### src/rtl/busy_line_agent_pkg.sv
package busy_line_agent_pkg;

    typedef enum logic [2:0] {
        ST_IDLE,
        ST_DEFER,
        ST_CLAIM,
        ST_OWN,
        ST_BACKOFF
    } agent_state_e;

    localparam int LFSR_W = 8;

    // Fibonacci step, polynomial x^8 + x^6 + x^5 + x^4 + 1 (maximal length)
    function automatic logic [LFSR_W-1:0] lfsr_step(input logic [LFSR_W-1:0] s);
        logic fb;
        fb = s[7] ^ s[5] ^ s[4] ^ s[3];
        return {s[LFSR_W-2:0], fb};
    endfunction

    function automatic logic is_claiming(input agent_state_e st);
        return (st == ST_CLAIM) || (st == ST_OWN);
    endfunction

endpackage

### src/rtl/busy_line_agent_lfsr.sv
module busy_line_agent_lfsr
    import busy_line_agent_pkg::*;
#(
    parameter logic [LFSR_W-1:0] SEED = 8'h5B
) (
    input  logic              clk,
    input  logic              rst,
    output logic [LFSR_W-1:0] value
);

    logic [LFSR_W-1:0] state_q;

    always_ff @(posedge clk) begin
        if (rst) state_q <= SEED;
        else     state_q <= lfsr_step(state_q);
    end

    assign value = state_q;

    // a non-zero seed keeps the register out of the lock-up state
    a_r11_lfsr_nonzero: assert property (@(posedge clk) disable iff (rst)
        state_q != '0);

endmodule

### src/rtl/busy_line_agent_backoff.sv
module busy_line_agent_backoff #(
    parameter int BO_BITS = 4,
    localparam int CNT_W  = BO_BITS + 1
) (
    input  logic               clk,
    input  logic               rst,
    input  logic               load,
    input  logic [BO_BITS-1:0] load_val,
    output logic               expired
);

    localparam logic [CNT_W-1:0] MAX_WAIT = CNT_W'(1 << BO_BITS);

    logic [CNT_W-1:0] cnt_q;
    logic             active;

    assign active  = (cnt_q != '0);
    assign expired = (cnt_q == CNT_W'(1));

    always_ff @(posedge clk) begin
        if (rst)         cnt_q <= '0;
        else if (load)   cnt_q <= CNT_W'(load_val) + CNT_W'(1);
        else if (active) cnt_q <= cnt_q - CNT_W'(1);
    end

    // the pending wait never exceeds the largest backoff
    a_r6_wait_bounded: assert property (@(posedge clk) disable iff (rst)
        cnt_q <= MAX_WAIT);

    // a running wait counts down by exactly one each cycle
    a_r6_counts_down: assert property (@(posedge clk) disable iff (rst)
        (active && !load) |=> (cnt_q == $past(cnt_q) - CNT_W'(1)));

endmodule

### src/rtl/busy_line_agent_fsm.sv
module busy_line_agent_fsm
    import busy_line_agent_pkg::*;
#(
    parameter int N_AGENTS = 4,
    parameter int AGENT_ID = 0
) (
    input  logic                clk,
    input  logic                rst,
    input  logic                xfer_req,
    input  logic                xfer_done,
    input  logic [N_AGENTS-1:0] claim_vec,
    input  logic                bo_expired,
    output logic                bo_load,
    output logic                claim_out,
    output logic                owner
);

    localparam logic [N_AGENTS-1:0] SELF_MASK = N_AGENTS'(1) << AGENT_ID;

    agent_state_e state_q, state_d;
    logic         bus_busy;
    logic         rivals;

    assign bus_busy = |claim_vec;
    assign rivals   = |(claim_vec & ~SELF_MASK);

    always_comb begin
        state_d = state_q;
        unique case (state_q)
            ST_IDLE:    if (xfer_req) state_d = bus_busy ? ST_DEFER : ST_CLAIM;
            ST_DEFER:   if (!xfer_req)     state_d = ST_IDLE;
                        else if (!bus_busy) state_d = ST_CLAIM;
            ST_CLAIM:   state_d = rivals ? ST_BACKOFF : ST_OWN;
            ST_OWN:     if (xfer_done)  state_d = ST_IDLE;
            ST_BACKOFF: if (bo_expired) state_d = ST_DEFER;
            default:    state_d = ST_IDLE;
        endcase
    end

    always_ff @(posedge clk) begin
        if (rst) state_q <= ST_IDLE;
        else     state_q <= state_d;
    end

    assign bo_load   = (state_q == ST_CLAIM) && rivals;
    assign claim_out = is_claiming(state_q);
    assign owner     = (state_q == ST_OWN);

    // a non-claiming agent that sees the line busy does not claim next cycle
    a_r4_defer_on_busy: assert property (@(posedge clk) disable iff (rst)
        (!claim_out && bus_busy) |=> !claim_out);

    // a collided claim window never leads to ownership
    a_r5_collision_backs_off: assert property (@(posedge clk) disable iff (rst)
        (claim_out && !owner && rivals) |=> (!claim_out && !owner));

    // an uncontested claim window yields ownership
    a_r3_clean_window_wins: assert property (@(posedge clk) disable iff (rst)
        (claim_out && !owner && !rivals) |=> owner);

    // done while owning releases the line on the next edge
    a_r7_done_releases: assert property (@(posedge clk) disable iff (rst)
        (owner && xfer_done) |=> (!claim_out && !owner));

    // ownership is only ever reached through a claim window
    a_r10_owner_via_claim: assert property (@(posedge clk) disable iff (rst)
        $rose(owner) |-> $past(claim_out));

endmodule

### src/rtl/busy_line_agent.sv
module busy_line_agent
    import busy_line_agent_pkg::*;
#(
    parameter int                N_AGENTS = 4,
    parameter int                AGENT_ID = 0,
    parameter logic [LFSR_W-1:0] SEED     = 8'h5B,
    parameter int                BO_BITS  = 4
) (
    input  logic                clk,
    input  logic                rst,
    input  logic                xfer_req,
    input  logic                xfer_done,
    input  logic [N_AGENTS-1:0] claim_vec,
    output logic                claim_out,
    output logic                owner
);

    logic [LFSR_W-1:0] rnd;
    logic              bo_load;
    logic              bo_expired;

    busy_line_agent_lfsr #(
        .SEED (SEED)
    ) u_lfsr (
        .clk   (clk),
        .rst   (rst),
        .value (rnd)
    );

    busy_line_agent_backoff #(
        .BO_BITS (BO_BITS)
    ) u_backoff (
        .clk      (clk),
        .rst      (rst),
        .load     (bo_load),
        .load_val (rnd[BO_BITS-1:0]),
        .expired  (bo_expired)
    );

    busy_line_agent_fsm #(
        .N_AGENTS (N_AGENTS),
        .AGENT_ID (AGENT_ID)
    ) u_fsm (
        .clk        (clk),
        .rst        (rst),
        .xfer_req   (xfer_req),
        .xfer_done  (xfer_done),
        .claim_vec  (claim_vec),
        .bo_expired (bo_expired),
        .bo_load    (bo_load),
        .claim_out  (claim_out),
        .owner      (owner)
    );

    // ownership implies the busy line is held by this agent
    a_r10_owner_holds_line: assert property (@(posedge clk) disable iff (rst)
        owner |-> claim_out);

endmodule

### config.mk
export PLATFORM = sky130hd
export DESIGN_NAME = busy_line_agent
export DESIGN_NICKNAME = d
export VERILOG_FILES = /design/src/rtl/busy_line_agent_pkg.sv /design/src/rtl/busy_line_agent_lfsr.sv /design/src/rtl/busy_line_agent_backoff.sv /design/src/rtl/busy_line_agent_fsm.sv /design/src/rtl/busy_line_agent.sv
export SDC_FILE = /design/constraint.sdc
export NUM_CORES = 1
export LEC_CHECK = 0
export BUFFER_PORTS_ARGS = -buffer_cell sky130_fd_sc_hd__clkbuf_2
export CORE_MARGIN = 2
export CORE_UTILIZATION = 58
export DETAILED_ROUTE_END_ITERATION = 8
export PLACE_DENSITY = 0.8
export SETUP_SLACK_MARGIN = 0.05
export SYNTH_ARGS = -nofsm -noshare
export SYNTH_HDL_FRONTEND = slang
export SYNTH_SLANG_ARGS = --single-unit
### constraint.sdc
create_clock -name clk -period 4.1 [get_ports clk]
set_clock_uncertainty 0.05 [all_clocks]
set_input_delay 0.82 -clock clk [delete_from_list [all_inputs] [get_ports clk]]
set_output_delay 0.82 -clock clk [all_outputs]
set_load 0.02 [all_outputs]
==> impl_metrics.env, run 1 <==
export IMPL_outcome="finished, final reports clean"
export IMPL_async_reset_ff_share_pct=0
export IMPL_cts_resized=0
export IMPL_crit_family="flip-flops"
export IMPL_fin_crit_ns=2.15
export IMPL_cp_required_ns=3.23
export IMPL_avgSynthCellArea_um2=9.63
export IMPL_powerDensity_nw_per_um2=553
export IMPL_gp_congestion=0.690
export IMPL_numPortBuffers=9
export IMPL_setup_violations=0
export IMPL_hold_viol=0
export IMPL_grt_max_degree=16
export IMPL_min_path_type="register to register"
export IMPL_fin_crit_sh_pct=52.5
export IMPL_synth_main_ff_cell="dfxtp_1"
export IMPL_antennaDiodeCount=0
export IMPL_drtIter0Drc=3
export IMPL_syn2layout_area_growth_pct=10.6
export IMPL_initial_core_util_pct=61.4
export IMPL_routedWlPerCell_um=11.7
export IMPL_r2r_start="u_backoff.cnt_q[0]$_SDFFE_PP0P_"
export IMPL_gr_total_overflow=0
export IMPL_path_cells="nor2b_2 > and2_1 > clkbuf_2"
export IMPL_drc_errors=0
export IMPL_synth_top_area_share_pct=40.1
export IMPL_cp_max_fo=8
export IMPL_h_tree_depth=1
export IMPL_cp_slowest_stage_delay_ns=0.44
export IMPL_relSlewSlack_pct=68.0
export IMPL_final_setup_tns_ns=0
export IMPL_post_dp_hpwl_um=974
export IMPL_yosys_warnings=0
export IMPL_p_total_w=0.000489
export IMPL_die_width_um=41.1
export IMPL_hold_buffers=0
export IMPL_crit_path_start="u_fsm.state_q[1]$_SDFFE_PP0P_"
export IMPL_grt_pass1_wl_mm=2.10
export IMPL_max_freq_mhz=464
export IMPL_cts_path_max_buffers=2
export IMPL_crit_type="register to output pin"
export IMPL_wirelength_mm=1.28
export IMPL_final_common_cell="dfxtp_1"
export IMPL_critPathLaunchType="register"
export IMPL_vias=582
export IMPL_crit_slowest_cell="dfxtp_1"
export IMPL_ir_drop_mv=0.365
export IMPL_critPathBufInv=1
export IMPL_arrival_ns=1.28
export IMPL_cts_clk_slew_worst_paths_ns=0.09
export IMPL_die_y_um=41.1
export IMPL_vias_per_cell=5.34
export IMPL_syn_inst=83
export IMPL_clk_latency_ns=0.28
export IMPL_coreArea_um2=1300
export IMPL_cts_num_sinks=16
export IMPL_layout_common_cells="16 x dfxtp_1, 9 x clkbuf_2, 6 x nor2_1"
export IMPL_numCtsBuffers=3
export IMPL_syn_area_um2=800
export IMPL_postCtsSetupBuffers=0
export IMPL_power_leakage_nw=0.348
export IMPL_ant_nets=0
export IMPL_nets=106
export IMPL_root_buffer="clkbuf_4"
export IMPL_max_cap_violations=0
export IMPL_worstSetupEndpointType="output pin"
export IMPL_grt_setup_unrepaired="no"
export IMPL_synth_edf_count=0
export IMPL_grt_pass1_vias=516
export IMPL_num_rows=13
export IMPL_synth_top_area_cell="dfxtp_1"
export IMPL_cts_tree="yes"
export IMPL_synth_yosys_seq_area_share_pct=40.1
export IMPL_synth_distinct_cells=34
export IMPL_first_pass_iters=4
export IMPL_drv_slew=0
export IMPL_antenna_found_initial=0
export IMPL_tightest_slew_ns=0.474
export IMPL_hold_path_startpoint="u_lfsr.value[6]$_SDFF_PP1_"
export IMPL_io_pin_count=10
export IMPL_die_area_um2=1690
export IMPL_grt_total_usage_pct=19.0
export IMPL_synth_seq_cells=16
export IMPL_drive_gt1_share_pct=26.6
export IMPL_ys_top_cells_by_area="dfxtp_1 40%, xnor2_1 5.5%, mux2i_1 5.0%, ha_1 4.7%, nor2b_1 3.1%"
export IMPL_synth_nets=94
export IMPL_fill_cells=117
-- layer usage --
| layer | track usage (%) | wire length [um] |
|---|---|---|
| met5 | 0 | 0 |
| met4 | 4.84 | 7 |
| met3 | 4.89 | 48 |
| met2 | 32.8 | 580 |
| met1 | 23.3 | 639 |
-- layout make-up --
type                    instances  area [um^2]  share of cell area [%]
well taps                      15         18.8                    2.12
flip-flops and latches         16          320                    36.2
clock buffers                   4         36.3                    4.10
inverters                       3         11.3                    1.27
multi-input cells              62          453                    51.2
repair buffers                  9         45.0                    5.09
-- state kept, by name, indices dropped and copies added, names as in the netlist --
register and flops:
u_fsm.state_q 3, u_lfsr.value 8, u_backoff.cnt_q 5
-- worst reg2reg max path, stage by stage, from the launching register on --
cell,delay [ns]
dfxtp_1,0.34
inv_1,0.10
ha_1,0.19
nor4b_2,0.42
xnor2_1,0.11
mux2_2,0.27
nor2_1,0.07
-- power by group --
group	internal (W)	switching, W	total [W]	leakage [nW]
registers	0.000181	0.0000259	0.000207	0.133
logic	0.000102	0.0000796	0.000181	0.194
clock network	0.0000539	0.0000466	0.000101	0.0210
-- Yosys cell counts, drive strengths merged, types with 2 or more instances --
| cell | n |
|---|---|
| dfxtp | 16 |
| nor2 | 6 |
| nor2b | 5 |
| xnor2 | 5 |
| a21oi | 4 |
| mux2i | 4 |
| nand2 | 4 |
| or2 | 4 |
| ha | 3 |
| inv | 3 |
| and2 | 2 |
| and3 | 2 |
| nand2b | 2 |
| nor3 | 2 |
| nor3b | 2 |
| nor4b | 2 |
| o21ai | 2 |
| or3 | 2 |
| xor2 | 2 |
-- worst paths after layout --
path                                endpoint  slack [ns]  depth (start not counted)
max                                    owner        1.95                          3
min               u_lfsr.value[7]$_SDFF_PP0_        0.40                          1
max reg2reg  u_backoff.cnt_q[0]$_SDFFE_PP0P_        2.50                          6
min reg2reg       u_lfsr.value[7]$_SDFF_PP0_        0.40                          1
-- cell families after synthesis --
logic type / Yosys count / share of synthesized area [%]
AO/OA/AOI/OAI: 10 / 8.30
multiplexers: 5 / 6.42
adder cells (fa/ha/maj): 3 / 4.70
buffers and inverters: 5 / 3.29
AND/OR/NAND/NOR: 37 / 29.6
flip-flops: 16 / 40.1
XOR/XNOR: 7 / 7.67
-- through the flow --
step / hold WS, ns / util, % / std cells / setup slack [ns] / instance area, um^2
2_1_floorplan: 0.364 / - / 83 / 1.97 / 800
3_3_place_gp: 0.372 / 65.2 / 105 / 1.94 / 848
3_5_place_dp: 0.388 / 65.2 / 105 / 1.92 / 848
4_1_cts: 0.405 / 68.0 / 109 / 1.94 / 885
5_1_grt: 0.427 / 68.0 / 109 / 1.83 / 885
6_report: 0.401 / 68.0 / 109 / 1.95 / 885
Power figures use the tool's default switching activity.
==> run 2, diff against run 1 <==
- CORE_UTILIZATION: 58 -> 54
- PLACE_DENSITY: 0.8 -> 0.75
- clock period: 4.1 -> 2 ns (I/O delays scaled with it)
==> run 2 against run 1 <==
  * Die area is 6.7% higher
  * First-iteration DRC count rose to 2.7 times the previous value
  * Combinational power rose by 100%
  * Setup slack lost 1.7 ns
  * Wire length rose by 8.8%
  * Largest cell class unchanged
  * Highest routed layer unchanged
==> impl_metrics.env, run 2 (synthesis results as in run 1) <==
export IMPL_ant_nets=0
export IMPL_max_cap_violations=0
export IMPL_antennaDiodeCount=0
export IMPL_fin_crit_sh_pct=86.8
export IMPL_hold_viol=0
export IMPL_grt_pass1_wl_mm=2.39
export IMPL_drtIter0Drc=8
export IMPL_drv_slew=0
export IMPL_initial_core_util_pct=59.2
export IMPL_final_common_cell="dfxtp_1"
export IMPL_min_path_type="input port to register"
export IMPL_cp_slowest_stage_delay_ns=0.44
export IMPL_grt_setup_unrepaired="no"
export IMPL_cts_num_sinks=16
export IMPL_cts_tree="yes"
export IMPL_outcome="finished, final reports clean"
export IMPL_final_setup_tns_ns=0
export IMPL_vias_per_cell=5.49
export IMPL_fill_cells=110
export IMPL_regArea_um2=320
export IMPL_crit_slowest_cell="dfxtp_1"
export IMPL_wirelength_mm=1.39
export IMPL_routedWlPerCell_um=12.7
export IMPL_crit_type="register to output pin"
export IMPL_dp_slack_ns=0.250
export IMPL_gr_total_overflow=0
export IMPL_powerDensity_nw_per_um2=1130
export IMPL_postCtsSetupBuffers=0
export IMPL_critPathLaunchType="register"
export IMPL_grt_total_usage_pct=17.3
export IMPL_max_freq_mhz=576
export IMPL_gp_congestion=0.895
export IMPL_coreArea_um2=1350
export IMPL_power_leakage_nw=0.348
export IMPL_die_area_um2=1800
export IMPL_die_y_um=42.5
export IMPL_io_pin_count=10
export IMPL_die_width_um=42.5
export IMPL_worstSetupEndpointType="output pin"
export IMPL_cts_clk_slew_worst_paths_ns=0.09
export IMPL_numCtsBuffers=3
export IMPL_critPathBufInv=1
export IMPL_vias=598
export IMPL_grt_pass1_vias=570
export IMPL_largest_reg_flops=8
export IMPL_num_rows=13
export IMPL_drc_errors=0
export IMPL_cts_resized=0
export IMPL_h_tree_depth=1
export IMPL_antenna_found_initial=0
export IMPL_fin_ws_ns=0.264
export IMPL_post_dp_hpwl_um=998
export IMPL_layout_common_cells="16 x dfxtp_1, 9 x clkbuf_2, 6 x nor2_1"
export IMPL_clk_latency_ns=0.28
export IMPL_ir_drop_mv=0.621
export IMPL_tightest_slew_ns=0.491
export IMPL_path_cells="nor2b_2 > and2_1 > clkbuf_2"
export IMPL_crit_family="flip-flops"
export IMPL_root_buffer="clkbuf_4"
export IMPL_cp_required_ns=1.55
export IMPL_fin_crit_ns=1.74
export IMPL_cts_path_max_buffers=2
export IMPL_arrival_ns=1.29
export IMPL_first_pass_iters=4
export IMPL_nets=106
export IMPL_numPortBuffers=9
export IMPL_hold_buffers=0
export IMPL_drive_gt1_share_pct=26.6
export IMPL_multi_input_area_um2=453
export IMPL_relSlewSlack_pct=67.1
export IMPL_setup_violations=0
export IMPL_syn2layout_area_growth_pct=10.6
export IMPL_cp_max_fo=8
export IMPL_grt_max_degree=16
==> run 2: cell counts in the layout (fill, tap and decap cells not counted) <==
Identical to the previous run, type by type.
==> run 2: routing by layer <==
layer / track usage (%) / part of all wire, % / up-vias
li1: - / - / 308
met1: 21.0 / 45 / 280
met2: 30.2 / 51 / 8
met3: 3.88 / 2.4 / 2
met4: 5.63 / 1.0 / 0
met5: 0 / 0 / -
==> run 2: layout make-up <==
cell class / count / area share (%)
timing repair buffer: 9 / 5.09
tap: 15 / 2.12
clock buffer: 4 / 4.10
multi-input combinational: 62 / 51.2
inverter: 3 / 1.27
sequential: 16 / 36.2
==> run 2: report_power, final <==
group	total [W]	internal, W	switching [W]
logic	0.000370	0.000208	0.000162
clock network	0.000206	0.000111	0.0000955
registers	0.000427	0.000372	0.0000554
==> run 2: through the flow <==
step | hold slack [ns] | cell area [um^2] | total power [W] | instances | utilization (%)
after global routing | 0.406 | 885 | 0.00107 | 109 | 65.5
after detailed placement | 0.403 | 848 | 0.000800 | 105 | 62.8
after global placement | 0.369 | 848 | 0.000796 | 105 | 62.8
after CTS | 0.382 | 885 | 0.00101 | 109 | 65.5
final | 0.387 | 885 | 0.00100 | 109 | 65.5
after floorplan | 0.364 | 800 | 0.000737 | 83 | -
==> run 2: path summary, 6_finish.rpt <==
check	start	end	slack [ns]	cells past startpoint
worst max-delay path	u_fsm.state_q[1]$_SDFFE_PP0P_	owner	0.26	3
worst max register to register	u_backoff.cnt_q[0]$_SDFFE_PP0P_	u_backoff.cnt_q[0]$_SDFFE_PP0P_	0.34	6
worst min-delay path	xfer_done	u_fsm.state_q[1]$_SDFFE_PP0P_	0.39	4
worst min register to register	u_lfsr.value[6]$_SDFF_PP1_	u_lfsr.value[7]$_SDFF_PP0_	0.41	1
==> run 2: worst reg2reg max path: stages, from the launching register on <==
cell	delay [ns]
dfxtp_1	0.35
inv_1	0.10
ha_1	0.20
nor4b_2	0.44
xnor2_1	0.12
mux2_2	0.27
nor2_1	0.08
